[config.mk]
export PLATFORM = sky130hd
export DESIGN_NAME = scr_additive
export DESIGN_NICKNAME = d
export VERILOG_FILES = /design/src/rtl/scr_pkg.sv /design/src/rtl/scr_keystream.sv /design/src/rtl/scr_combine.sv /design/src/rtl/scr_additive.sv
export SDC_FILE = /design/constraint.sdc
export NUM_CORES = 1
export LEC_CHECK = 0
export ABC_AREA = 1
export BUFFER_PORTS_ARGS = -buffer_cell sky130_fd_sc_hd__buf_2
export CORE_AREA = 2 2 39 41
export DETAILED_ROUTE_END_ITERATION = 8
export DIE_AREA = 0 0 41 43
export MAX_ROUTING_LAYER = met4
export PLACE_DENSITY_LB_ADDON = 0.3
export SLEW_MARGIN = 15
export SYNTH_ARGS = -nofsm -noshare
export SYNTH_HDL_FRONTEND = slang
export SYNTH_SLANG_ARGS = --single-unit
[constraint.sdc]
create_clock -name clk -period 2.4 [get_ports clk]
set_clock_uncertainty 0.1 [all_clocks]
set_input_delay 0.12 -clock clk [delete_from_list [all_inputs] [get_ports clk]]
set_output_delay 0.12 -clock clk [all_outputs]
set_load 0.005 [all_outputs]
[src/rtl/scr_pkg.sv]
package scr_pkg;
  parameter int unsigned SCR_LEN    = 7;
  parameter int unsigned SCR_TAP_HI = 7;
  parameter int unsigned SCR_TAP_LO = 4;

  typedef struct packed {
    logic data;
    logic valid;
  } scr_bit_t;
endpackage

[src/rtl/scr_keystream.sv]
module scr_keystream #(
  parameter int unsigned LEN    = scr_pkg::SCR_LEN,
  parameter int unsigned TAP_HI = scr_pkg::SCR_TAP_HI,
  parameter int unsigned TAP_LO = scr_pkg::SCR_TAP_LO,
  parameter logic [LEN-1:0] SEED = '1
) (
  input  logic           clk,
  input  logic           rst,
  input  logic           load,
  input  logic [LEN-1:0] load_val,
  input  logic           advance,
  output logic           ks
);
  localparam int unsigned HI = TAP_HI - 1;
  localparam int unsigned LO = TAP_LO - 1;

  logic [LEN-1:0] state;
  logic [LEN-1:0] state_nx;

  assign ks = state[HI] ^ state[LO];

  always_comb begin
    state_nx = state;
    if (load)
      state_nx = load_val;
    else if (advance)
      state_nx = {state[LEN-2:0], ks};
  end

  always_ff @(posedge clk) begin
    if (rst)
      state <= SEED;
    else
      state <= state_nx;
  end

  // no accepted bit and no load keeps the register still
  p_hold_r4: assert property (@(posedge clk) disable iff (rst)
    (!advance && !load) |=> $stable(state));
  // a load wins over an advance
  p_load_r5: assert property (@(posedge clk) disable iff (rst)
    load |=> state == $past(load_val));
  // an advance moves every stage one place toward the oldest end
  p_shift_r2: assert property (@(posedge clk) disable iff (rst)
    (advance && !load) |=> state[LEN-1:1] == $past(state[LEN-2:0]));
  // a zero register never leaves zero on its own
  p_zero_r8: assert property (@(posedge clk) disable iff (rst)
    (state == '0 && !load) |=> state == '0);
  // reset leaves the seed value in place
  p_reset_r1: assert property (@(posedge clk)
    $past(rst) |-> state == SEED);
endmodule

[src/rtl/scr_combine.sv]
module scr_combine (
  input  logic              clk,
  input  logic              rst,
  input  logic              din,
  input  logic              din_valid,
  input  logic              ks,
  output scr_pkg::scr_bit_t q
);
  always_ff @(posedge clk) begin
    if (rst) begin
      q <= '0;
    end else begin
      q.valid <= din_valid;
      if (din_valid)
        q.data <= din ^ ks;
    end
  end

  // the result carries the input bit and keystream of the previous cycle
  p_data_r3: assert property (@(posedge clk) disable iff (rst)
    din_valid |=> (q.valid && q.data == ($past(din) ^ $past(ks))));
  // no accepted bit, no result
  p_novalid_r3: assert property (@(posedge clk) disable iff (rst)
    !din_valid |=> !q.valid);
  // outputs are quiet right after reset
  p_quiet_r1: assert property (@(posedge clk)
    $past(rst) |-> (!q.valid && !q.data));
endmodule

[src/rtl/scr_additive.sv]
module scr_additive #(
  parameter int unsigned LEN    = scr_pkg::SCR_LEN,
  parameter int unsigned TAP_HI = scr_pkg::SCR_TAP_HI,
  parameter int unsigned TAP_LO = scr_pkg::SCR_TAP_LO,
  parameter logic [LEN-1:0] SEED = '1
) (
  input  logic           clk,
  input  logic           rst,
  input  logic           seed_load,
  input  logic [LEN-1:0] seed_value,
  input  logic           din,
  input  logic           din_valid,
  output logic           dout,
  output logic           dout_valid
);
  logic              ks;
  scr_pkg::scr_bit_t res;

  scr_keystream #(
    .LEN(LEN), .TAP_HI(TAP_HI), .TAP_LO(TAP_LO), .SEED(SEED)
  ) u_ks (
    .clk(clk), .rst(rst), .load(seed_load), .load_val(seed_value),
    .advance(din_valid), .ks(ks)
  );

  scr_combine u_comb (
    .clk(clk), .rst(rst), .din(din), .din_valid(din_valid), .ks(ks), .q(res)
  );

  assign dout       = res.data;
  assign dout_valid = res.valid;

  // one result per accepted bit, one cycle later
  p_latency_r3: assert property (@(posedge clk) disable iff (rst)
    dout_valid == $past(din_valid));
endmodule

== Word level (Yosys, flattened, before mapping) ==
Index checks and enable logic that the tools add are counted.

* Output and inout bits: 2
* Flip-flop bits (word level): 9
* Word-level logic and storage cells: 8
* Input port bits: 12

* Reductions and logical operators: 1
* Multiplexer cells: 2
* Bitwise logic cells: 2

{| class="wikitable"
|+ Operator list
! kind !! number
|-
| $mux W7 || 2
|-
| $reduce_bool A2 Y1 || 1
|-
| $xor A1 B1 Y1 || 2
|}

== Longest topological paths before layout ==
Gate-level depths: netlist of run 1.

* Depth after elaboration: 3
* Gate-level depth with buffers: 6
* Mapped depth without buffers: 6

== By module ==
From an unflattened synthesis of run 1, not the netlist that was laid out.

* Cells, all modules: 59
* Area, all modules: 419.2 sq um

{| class="wikitable"
|+ Modules (own cells, without submodules)
! module !! cells an instance !! area an instance (sq um) !! instances !! sequential area each (sq um)
|-
| scr_keystream || 46 || 334.1 || 1 || 140.1
|-
| scr_combine || 13 || 85.1 || 1 || 40.0
|}

== Least setup slack after synthesis of run 1 ==
OpenSTA, ideal clock, no wires.

* Kind: flip-flop to flip-flop
* Start: register u_ks.state[3]
* End: register u_comb.q[1] in the netlist's numbering
* Cell stages (with the launch flop): 6
* Clock period less this slack: 0.872 ns
* Buffers on the path: 0
* Required time: 2.191 ns
* Setup slack: 1.528 ns
* Arrival: 0.663 ns
* Library setup time: 0.109 ns
* Path through: dfxtp_1 > nand2_1 > nand3_1 > nand3_1 > nand2_1 > inv_1

* Longest elaborated chain between the ends: 2

{| class="wikitable"
|+ Ends and longest elaborated chain
! element !! line !! source
|-
| from (decl) || scr_keystream.sv:17 || <nowiki>logic [LEN-1:0] state;</nowiki>
|-
| from (signal assigned) || scr_keystream.sv:34 || <nowiki>state <= state_nx;</nowiki>
|-
| $xor A1 B1 Y1 || scr_keystream.sv:20 || <nowiki>assign ks = state[HI] ^ state[LO];</nowiki>
|-
| $xor A1 B1 Y1 || scr_combine.sv:15 || <nowiki>q.data <= din ^ ks;</nowiki>
|-
| to (decl) || scr_combine.sv:7 || <nowiki>output scr_pkg::scr_bit_t q</nowiki>
|}

No other way between the ends.
A chain may end at the register's enable or synchronous reset.

== Worst setup path in the final report of run 1 ==
* Start: input seed_value[3]
* End: register u_ks.state[3]

* Longest elaborated chain between the ends: 1

{| class="wikitable"
|+ Ends and longest elaborated chain
! element !! line !! source
|-
| from (decl) || scr_additive.sv:10 || <nowiki>input logic [LEN-1:0] seed_value,</nowiki>
|-
| $mux W7 || scr_keystream.sv:24 || <nowiki>if (load)</nowiki>
|}

No other way between the ends.

==> metrics.md, run 1 <==
| Metric | Value |
|---|---|
| Worst vdd ir | `0.299 mV` |
| DP Area | `489 sq um` |
| Yosys warnings | `0` |
| CTS-repair resized insts | `0` |
| Register-to-register setup slack | `1460 ps` |
| Fmax | `1030 MHz` |
| Slew Limit Fails | `0` |
| H-tree Lvls | `1` |
| Worst path cell trace | `dlygate4sd3_1 > buf_2 > a21oi_1 > nand3_1` |
| Total core area | `1380 sq um` |
| Initial Util | `0.300` |
| Net Count, Synth | `69` |
| Port Buf Inserts | `13` |
| TNS Setup | `0 ps` |
| Drt drc | `0` |
| Largest net degree at the start of global routing | `10` |
| Diodes inserted | `0` |
| Critical Path Max Stage Delay | `530 ps` |
| Synth Instances | `57` |
| Synth top area share | `0.434` |
| Postcts setup bufs | `0` |
| CP required | `2450 ps` |
| Slowest CP cell | `dlygate4sd3_1` |
| CP startpoint kind | `input port` |
| CP arrival | `1020 ps` |
| Clock Pin Slew Worst Setup and Hold Paths | `60 ps` |
| Slew Limit Headroom | `0.824` |
| GR Overflow Total | `0` |
| Die ar. | `1760 sq um` |
| Detailed-router iteration count before antenna repair | `3` |
| Die Y | `43 microns` |
| Run status | `completed` |
| Worst Setup EP | `u_ks.state[3]$_SDFFE_PP1P_` |
| First-pass GRT wire length | `1.47 mm` |
| Iter 0 DRT Violations | `7` |
| Max-cap viol count | `0` |
| Endpoints failing hold | `0` |
| Reg2reg end | `u_comb.q[1]$_SDFFE_PP0P_` |
| Total wire length | `921 microns` |
| Multi-input gate area in the final layout | `205 sq um` |
| Pwr Total | `344 uW` |
| Die width | `41 microns` |
| Post-CTS Hold Buffers | `7` |
| Ranking of synthesized cells by area | `dfxtp_1, nand2_1, nand3_1` |
| Worst Tran Pin Value | `264 ps` |
| Worst setup startpoint | `seed_value[3]` |
| Final net count | `92` |
| Via count | `426` |
| Reg2reg path depth | `6` |
| Max FO, Critical Path | `1` |
| Cell Rows | `14` |
| Period utilization | `0.404` |
| CTS buffer count | `3` |
| Hold crit path type | `in -> reg` |
| EDFF count, synth | `0` |
| Final setup fails | `0` |
| Critical path type | `in -> reg` |
| Post-DP HPWL | `650 microns` |
| Vias per cell | `4.48` |
| IO Count | `14` |
| Clock sink count | `9` |
| Cell area after synthesis | `415 sq um` |
| Fin area | `586 sq um` |
| Mapped Avg Cell Area | `7.29 sq um` |
| RSZ-0062 raised after global routing | `no` |
| Fill cell count | `149` |
| TritonCTS clock tree | `yes` |
| Top-count cell post-synth | `nand2_1` |
| Synth Register Bits | `9` |
| Min cycle time layout | `969 ps` |
| Synth top cells by count | `nand2_1, nand3_1, dfxtp_1, a21oi_1, inv_1` |
| Initial antenna violation count | `0` |
| RR Startpoint | `u_ks.state[3]$_SDFFE_PP1P_` |
| Register area share after synthesis | `0.434` |
| Area grow syn2layout | `41.0%` |
| RePlAce Congestion | `0.700` |
| Leakage | `0.292 nW` |
| Global Route Usage Sum | `0.134` |
| Unique cell type count in the Yosys netlist | `12` |
| Share of cells above drive strength 1 | `0.253` |
| PD cells | `587 nW/um^2` |
| Clk Tree Root Cell | `clkbuf_4` |
| Main flop type after synthesis | `dfxtp_1` |
| Share of flip-flops with an asynchronous set or reset | `0` |
| Critical path capture point type | `register` |
| CTS max path bufs | `2` |
| Clk_lat worst skew | `260 ps` |
| WL/cell | `9.69 microns` |
| Storage cell area | `180 sq um` |
| ANT nets after route | `0` |
| Vias in the first global route | `386` |
| Yosys top cell by area | `dfxtp_1` |
## state kept, by name, summed over array words and instances (netlist names)
| name | count |
|---|---|
| u_comb.q | 2 |
| u_ks.state | 7 |
## power breakdown
part	switching [mW]	leakage, nW	internal [mW]
Sequential	0.00691	0.0752	0.161
Clock	0.0519	0.0150	0.0640
Combinational	0.0301	0.202	0.0291
Total	0.0890	0.292	0.255
## kinds of logic after synthesis
kind of cell	synth area share
DFF	0.434
and+or+nand+nor	0.410
buffers and inverters	0.0723
AOI/OAI and AO/OA	0.0843
## critical path, delay by kind of cell
kind	cells	cell delay [ps]
compound gates	1	160
buf+inv	2	650
simple gates	1	90
## stage by stage
stage	utilization	hold WS [ps]	setup slack [ps]	cells
finish	0.423	59.9	1430	95
global route	0.423	61.0	1380	95
CTS	0.423	55.7	1440	95
detailed placement	0.354	254	1470	84
global placement	0.354	250	1510	84
floorplan	-	156	1530	57
## area by class of cell
class                      instances  share of cell area
inverter                           5              0.0321
multi-input combinational         41               0.350
clock buffer                       4              0.0449
tap                               16              0.0342
sequential                         9               0.308
timing repair buffer              20               0.231
## how the worst min path moves through the flow
stage | from | endpoint | slack, ps | cells past startpoint
floorplan | seed_value[2] | u_ks.state[2]$_SDFFE_PP1P_ | 160 | 2
global placement | seed_value[0] | u_ks.state[0]$_SDFFE_PP1P_ | 250 | 3
detailed placement | seed_value[5] | u_ks.state[5]$_SDFFE_PP1P_ | 250 | 3
CTS | rst | u_comb.q[0]$_SDFF_PP0_ | 60 | 2
global route | rst | u_comb.q[0]$_SDFF_PP0_ | 60 | 2
finish | rst | u_comb.q[0]$_SDFF_PP0_ | 60 | 2
## layout by cell type, fill, tap and decap left out
master and n:
nor2_8 1, dlygate4sd3_1 7, inv_2 1, nor2_1 3
nand2_1 18, clkbuf_1 1, nor2_4 1, nand3_2 1
inv_1 4, dfxtp_1 9, buf_2 13, clkbuf_4 3
a21oi_1 7, nand3_1 10
## metal layers
| layer | GRT usage | share of wire | up-vias |
|---|---|---|---|
| met2 | 0.200 | 0.50 | 11 |
| met4 | 0.0800 | 0.018 | 0 |
| li1 | - | - | 230 |
| met1 | 0.126 | 0.42 | 183 |
| met5 | - | 0 | - |
| met3 | 0.0785 | 0.062 | 2 |
Power figures use the tool's default switching activity.
==> run 2, diff against run 1 <==
- clock period: 2.4 -> 0.95 ns (I/O delays scaled with it)
==> run 2 against run 1 <==
Compared with the run above: die area is the same; hold slack worse by 38 ps; clock-buffer cell count unchanged; sequential cell count did not move; critical path depth unchanged; first-iteration DRC count stayed put; routed wire length grew 0.43%; sequential power grew to 2.5 times the previous value; combinational power rose to 2.6 times the previous value; via count fell by 0.23%.
==> metrics.md, run 2 (synthesized netlist as in run 1, its figures left out) <==
| Metric | Value |
|---|---|
| PD cells | `1450 nW/um^2 (+150%)` |
| Clock sink count | `9 (unchanged)` |
| Final setup fails | `0 (unchanged)` |
| Clk Tree Root Cell | `clkbuf_4` |
| Worst vdd ir | `0.750 mV (+150%)` |
| Period utilization | `0.968` |
| Slew Limit Headroom | `0.820 (-0.00395)` |
| Diodes inserted | `0 (unchanged)` |
| GR Overflow Total | `0 (unchanged)` |
| Endpoints failing hold | `0 (unchanged)` |
| Min cycle time layout | `920 ps` |
| Port Buf Inserts | `13 (unchanged)` |
| Critical path capture point type | `register` |
| CP startpoint kind | `input port` |
| Vias per cell | `4.43 (-1.3%)` |
| Storage cell area | `183 sq um (+1.4%)` |
| CP required | `1000 ps (-1450 ps)` |
| Final net count | `93 (+1.1%)` |
| RePlAce Congestion | `0.700 (about the same)` |
| Iter 0 DRT Violations | `7 (unchanged)` |
| H-tree Lvls | `1 (unchanged)` |
| Initial antenna violation count | `0 (unchanged)` |
| DP Area | `489 sq um (unchanged)` |
| CTS buffer count | `3 (unchanged)` |
| RSZ-0062 raised after global routing | `yes` |
| Most frequent cells in the layout | `nand2_1, buf_2, nand3_1` |
| Area grow syn2layout | `45.2%` |
| Die Y | `43 microns (unchanged)` |
| Largest reg by FF count | `u_ks.state` |
| Clk_lat worst skew | `260 ps (about the same)` |
| Slew Limit Fails | `0 (unchanged)` |
| Die ar. | `1760 sq um (unchanged)` |
| Total wire length | `925 microns (+0.43%)` |
| Final Core Density | `0.436 (+0.0127)` |
| Largest net degree at the start of global routing | `10 (unchanged)` |
| Detailed-router iteration count before antenna repair | `4 (+1)` |
| Total core area | `1380 sq um (unchanged)` |
| Run status | `completed` |
| Hold crit path type | `in -> reg` |
| CP arrival | `970 ps (-50 ps)` |
| Fin area | `603 sq um (+3.0%)` |
| Number of flip-flops in the largest register | `7 (unchanged)` |
| Vias in the first global route | `399 (+3.4%)` |
| Die width | `41 microns (unchanged)` |
| Most common cell after layout, fill and taps aside | `nand2_1` |
| Critical path type | `in -> reg` |
| CTS max path bufs | `2 (unchanged)` |
| Fill cell count | `152 (+2.0%)` |
| Initial Util | `0.300 (unchanged)` |
| Worst Tran Pin Value | `270 ps (+5.93 ps)` |
| TritonCTS clock tree | `yes` |
| Share of cells above drive strength 1 | `0.300 (+0.0468)` |
| Max-cap viol count | `0 (unchanged)` |
| IO Count | `14 (unchanged)` |
| Clock Pin Slew Worst Setup and Hold Paths | `60 ps (about the same)` |
| Fmax | `1090 MHz` |
| Drt drc | `0 (unchanged)` |
| Multi-input gate area in the final layout | `208 sq um (+1.2%)` |
| ANT nets after route | `0 (unchanged)` |
| First-pass GRT wire length | `1.52 mm (+3.3%)` |
| Largest regs | `u_ks.state x7, u_comb.q x2` |
| Cell Rows | `14 (unchanged)` |
| Leakage | `0.295 nW (+1.2%)` |
| Via count | `425 (-0.23%)` |
| WL/cell | `9.64 microns (-0.61%)` |
| Global Route Usage Sum | `0.137 (+0.00309)` |
| Post-DP HPWL | `642 microns (-1.1%)` |
| Max FO, Critical Path | `9 (+8)` |
==> run 2: cell count changes in the layout (fill, tap and decap cells not counted), sizes merged <==
cell	delta
dlygate4sd3	+1
==> run 2: cell type report <==
class,count,share of cell area
Clock buffer,4,0.0436
Inverter,5,0.0311
Multi-Input combinational cell,41,0.344
Sequential cell,9,0.303
Tap cell,16,0.0332
Timing Repair Buffer,21,0.245
==> run 2: through the flow <==
stage | TNS [ps] | hold slack, ps | power, mW | std cells | setup WS (ps)
final | 0 | 21.8 | 0.877 | 96 | 30.3
after global routing | -12.1 | 24.8 | 0.939 | 96 | -5.05
after CTS | 0 | 20.3 | 0.889 | 96 | 18.6
after detailed placement | 0 | 182 | 0.561 | 84 | 24.3
after global placement | 0 | 177 | 0.559 | 84 | 58.9
after floorplan | 0 | 83.7 | 0.517 | 57 | 78.1
==> run 2: final timing paths <==
kind | from | end | slack (ps) | cells after the start
setup reg to reg | u_ks.state[3]$_SDFFE_PP1P_ | u_comb.q[1]$_SDFFE_PP0P_ | 50 | 6
hold / removal | din_valid | u_comb.q[1]$_SDFFE_PP0P_ | 20 | 4
hold reg to reg | u_ks.state[2]$_SDFFE_PP1P_ | u_ks.state[3]$_SDFFE_PP1P_ | 360 | 2
setup / recovery | rst | u_ks.state[3]$_SDFFE_PP1P_ | 30 | 4
==> run 2: what timing repair did <==
item | CTS | global route
endpoints found under the hold margin | 8 | 0
buffers inserted | 0 | 0
setup endpoints to repair | 1 | 6
resized for setup | 1 | 5
hold buffers | 8 | 0
==> run 2: power by group <==
group | internal (mW) | total [mW] | leakage [nW] | switching (mW)
sequential | 0.409 | 0.427 | 0.0747 | 0.0180
combinational | 0.0781 | 0.155 | 0.206 | 0.0774
clock | 0.162 | 0.294 | 0.0150 | 0.132
==> run 2: per-layer routing <==
metal | wire, microns | GRT usage | vias to the layer above
li1 | - | - | 232
met1 | 408 | 0.132 | 180
met2 | 442 | 0.203 | 11
met3 | 57 | 0.0785 | 2
met4 | 17 | 0.0800 | 0
met5 | 0 | - | -
==> run 2: critical path, stage by stage <==
cell           delay (ps)
dlygate4sd3_1         530
buf_4                 170
a21oi_1               130
nand3_1                80
==> run 3, diff against run 2 <==
- ABC_AREA: 1 -> not set
==> run 3 against run 2 <==
Compared with the run above: the flow now finishes with violations (negative setup slack); sequential cell count stayed put; cell count is 18% lower; clock power is 2% higher; fmax is 10% lower; highest routed layer unchanged.
==> metrics.md, run 3 <==
| Metric | Value |
|---|---|
| Cell area after synthesis | `453 sq um (+9.0%)` |
| Worst vdd ir | `0.607 mV (-19%)` |
| Synth Instances | `40 (-30%)` |
| Net Count, Synth | `52 (-25%)` |
| Largest reg by FF count | `u_ks.state` |
| GR Overflow Total | `0 (unchanged)` |
| IO Count | `14 (unchanged)` |
| CP required | `1000 ps (about the same)` |
| Fill cell count | `133 (-13%)` |
| Slew Limit Fails | `0 (unchanged)` |
| Synth top cells by count | `dfxtp_1, mux2i_1, nand2b_1, mux2_4` |
| Initial antenna violation count | `0 (unchanged)` |
| ANT nets after route | `0 (unchanged)` |
| Clk_lat worst skew | `260 ps (about the same)` |
| Mapped Avg Cell Area | `11.3 sq um (+55%)` |
| Critical path type | `reg -> reg` |
| Vias per cell | `4.30 (-2.8%)` |
| Run status | `finished with violations` |
| Largest regs | `u_ks.state x7, u_comb.q x2` |
| Top-count cell post-synth | `dfxtp_1` |
| Critical path capture point type | `register` |
| PD cells | `1380 nW/um^2 (-5.0%)` |
| WL/cell | `10.1 microns (+4.4%)` |
| Period utilization | `1.08 (+0.111)` |
| Die width | `41 microns (unchanged)` |
| Initial Util | `0.327 (+0.0271)` |
| Synth top area share | `0.398 (-0.0359)` |
| Clock Pin Slew Worst Setup and Hold Paths | `60 ps (about the same)` |
| Cell Rows | `14 (unchanged)` |
| Detailed-router iteration count before antenna repair | `2 (-2)` |
| Synth Register Bits | `9 (unchanged)` |
| Total wire length | `795 microns (-14%)` |
| Most common cell after layout, fill and taps aside | `buf_2` |
| Worst hold slack | `11.8 ps (-10.1 ps)` |
| Area grow syn2layout | `41.7%` |
| Hold crit path type | `in -> reg` |
| Diodes inserted | `0 (unchanged)` |
| TritonCTS clock tree | `yes` |
| Final setup fails | `7 (+7)` |
| Most frequent cells in the layout | `buf_2, dlygate4sd3_1, mux2i_1` |
| Clock sink count | `9 (unchanged)` |
| Clk Tree Root Cell | `clkbuf_4` |
| Max FO, Critical Path | `3 (-6)` |
| EDFF count, synth | `0 (unchanged)` |
| Die ar. | `1760 sq um (unchanged)` |
| Fmax | `975 MHz (-10%)` |
| Port Buf Inserts | `13 (unchanged)` |
| CTS buffer count | `3 (unchanged)` |
| Register area share after synthesis | `0.398 (-0.0359)` |
| Failing checks | `negative setup slack` |
| Vias in the first global route | `317 (-21%)` |
| DP Area | `534 sq um (+9.2%)` |
| Leakage | `0.300 nW (+1.6%)` |
| Min cycle time layout | `1030 ps (+106 ps)` |
| Yosys warnings | `0 (unchanged)` |
| Unique cell type count in the Yosys netlist | `15 (+3)` |
| RePlAce Congestion | `0.630 (-10%)` |
| Slew Limit Headroom | `0.860 (+0.0401)` |
| Yosys top cell by area | `dfxtp_1` |
| Share of cells above drive strength 1 | `0.429 (+0.129)` |
| Total core area | `1380 sq um (unchanged)` |
| Fin area | `642 sq um (+6.4%)` |
| Max-cap viol count | `0 (unchanged)` |
| H-tree Lvls | `1 (unchanged)` |
| Global Route Usage Sum | `0.116 (-0.0212)` |
| Via count | `340 (-20%)` |
| Final setup margin | `-75.4 ps (-106 ps)` |
| Main flop type after synthesis | `dfxtp_1` |
| Share of flip-flops with an asynchronous set or reset | `0 (unchanged)` |
| Worst Tran Pin Value | `210 ps (-60.1 ps)` |
| Final net count | `76 (-18%)` |
| RSZ-0062 raised after global routing | `yes` |
| Iter 0 DRT Violations | `9 (+2)` |
| CP arrival | `1080 ps (+110 ps)` |
| TNS Setup | `-253 ps (-253 ps)` |
| Post-DP HPWL | `564 microns (-12%)` |
| CP startpoint kind | `register` |
| Largest net degree at the start of global routing | `12 (+2)` |
| Number of flip-flops in the largest register | `7 (unchanged)` |
| Ranking of synthesized cells by area | `dfxtp_1, mux2_4, mux2i_1` |
| Endpoints failing hold | `0 (unchanged)` |
| Drt drc | `0 (unchanged)` |
| CTS max path bufs | `2 (unchanged)` |
| First-pass GRT wire length | `1.29 mm (-15%)` |
| Die Y | `43 microns (unchanged)` |
| Placement Setup Slack | `-79.1 ps (-103 ps)` |
==> run 3: cell types whose count changed in the layout (fill, tap and decap cells not counted), moves of 2 or more <==
cell      change
nand2_1      -16
a21oi_1       -6
nor3b_1       +2
mux2i_1       +7
inv_1         -3
nand2b_1      +6
mux2_4        +5
inv_2         -2
nand3_1      -10
nor2_1        -3
==> run 3: timing repair <==
| item | CTS | global route |
|---|---|---|
| hold buffers | 8 | 0 |
| hold endpoints to repair | 8 | 0 |
| buffers inserted | 0 | 0 |
| pin swaps | 1 | 0 |
| endpoints found under the setup margin | 7 | 8 |
| gates resized for setup | 0 | 1 |
==> run 3: layout make-up <==
cell class / count / area [sq um] / share of cell area
repair buffers: 22 / 153 / 0.238
multi-input cells: 28 / 259 / 0.404
clock buffers: 4 / 26.3 / 0.0409
well taps: 16 / 20.0 / 0.0312
flip-flops and latches: 9 / 184 / 0.287
==> run 3: routing by layer <==
| metal | part of all wire | vias up | GRT usage |
|---|---|---|---|
| li1 | - | 181 | - |
| met1 | 0.51 | 148 | 0.150 |
| met2 | 0.41 | 9 | 0.141 |
| met3 | 0.064 | 2 | 0.0471 |
| met4 | 0.013 | 0 | 0.0800 |
| met5 | 0 | - | - |
==> run 3: metrics by stage <==
| stage | instances | util | power, mW |
|---|---|---|---|
| global placement | 67 | 0.386 | 0.571 |
| finish | 79 | 0.464 | 0.887 |
| detailed placement | 67 | 0.386 | 0.571 |
| global route | 79 | 0.464 | 0.930 |
| CTS | 79 | 0.463 | 0.900 |
| floorplan | 40 | - | 0.531 |
==> run 3: cells by family (layout without fill, tap and decap cells) <==
| family | count (synthesis) | count (layout) | synth area share |
|---|---|---|---|
| AO/OA/AOI/OAI | 3 | 3 | 0.0414 |
| AND/OR/NAND/NOR | 11 | 11 | 0.149 |
| flip-flops | 9 | 9 | 0.398 |
| XOR/XNOR | 1 | 1 | 0.0193 |
| multiplexers | 13 | 13 | 0.345 |
| buffers and inverters | 3 | 26 | 0.0470 |
==> run 3: path summary, 6_finish.rpt <==
kind / start / end / slack [ps] / cells past startpoint
max: u_ks.state[3]$_SDFFE_PP1P_ / u_comb.q[1]$_SDFFE_PP0P_ / -80 / 3
min: rst / u_ks.state[2]$_SDFFE_PP1P_ / 10 / 2
max reg2reg: u_ks.state[3]$_SDFFE_PP1P_ / u_comb.q[1]$_SDFFE_PP0P_ / -80 / 3
min reg2reg: u_ks.state[0]$_SDFFE_PP1P_ / u_ks.state[0]$_SDFFE_PP1P_ / 460 / 2
==> run 3: critical path: stages, from the launching register on <==
cell and delay (ps):
dfxtp_2 360, xor2_2 180, nor3_1 60, a211o_1 220
==> run 3: report_power, final <==
part / total [mW] / internal, mW / switching, mW / leakage [nW]
Clock: 0.300 / 0.162 / 0.138 / 0.0150
Sequential: 0.422 / 0.406 / 0.0157 / 0.0737
Combinational: 0.165 / 0.107 / 0.0575 / 0.211
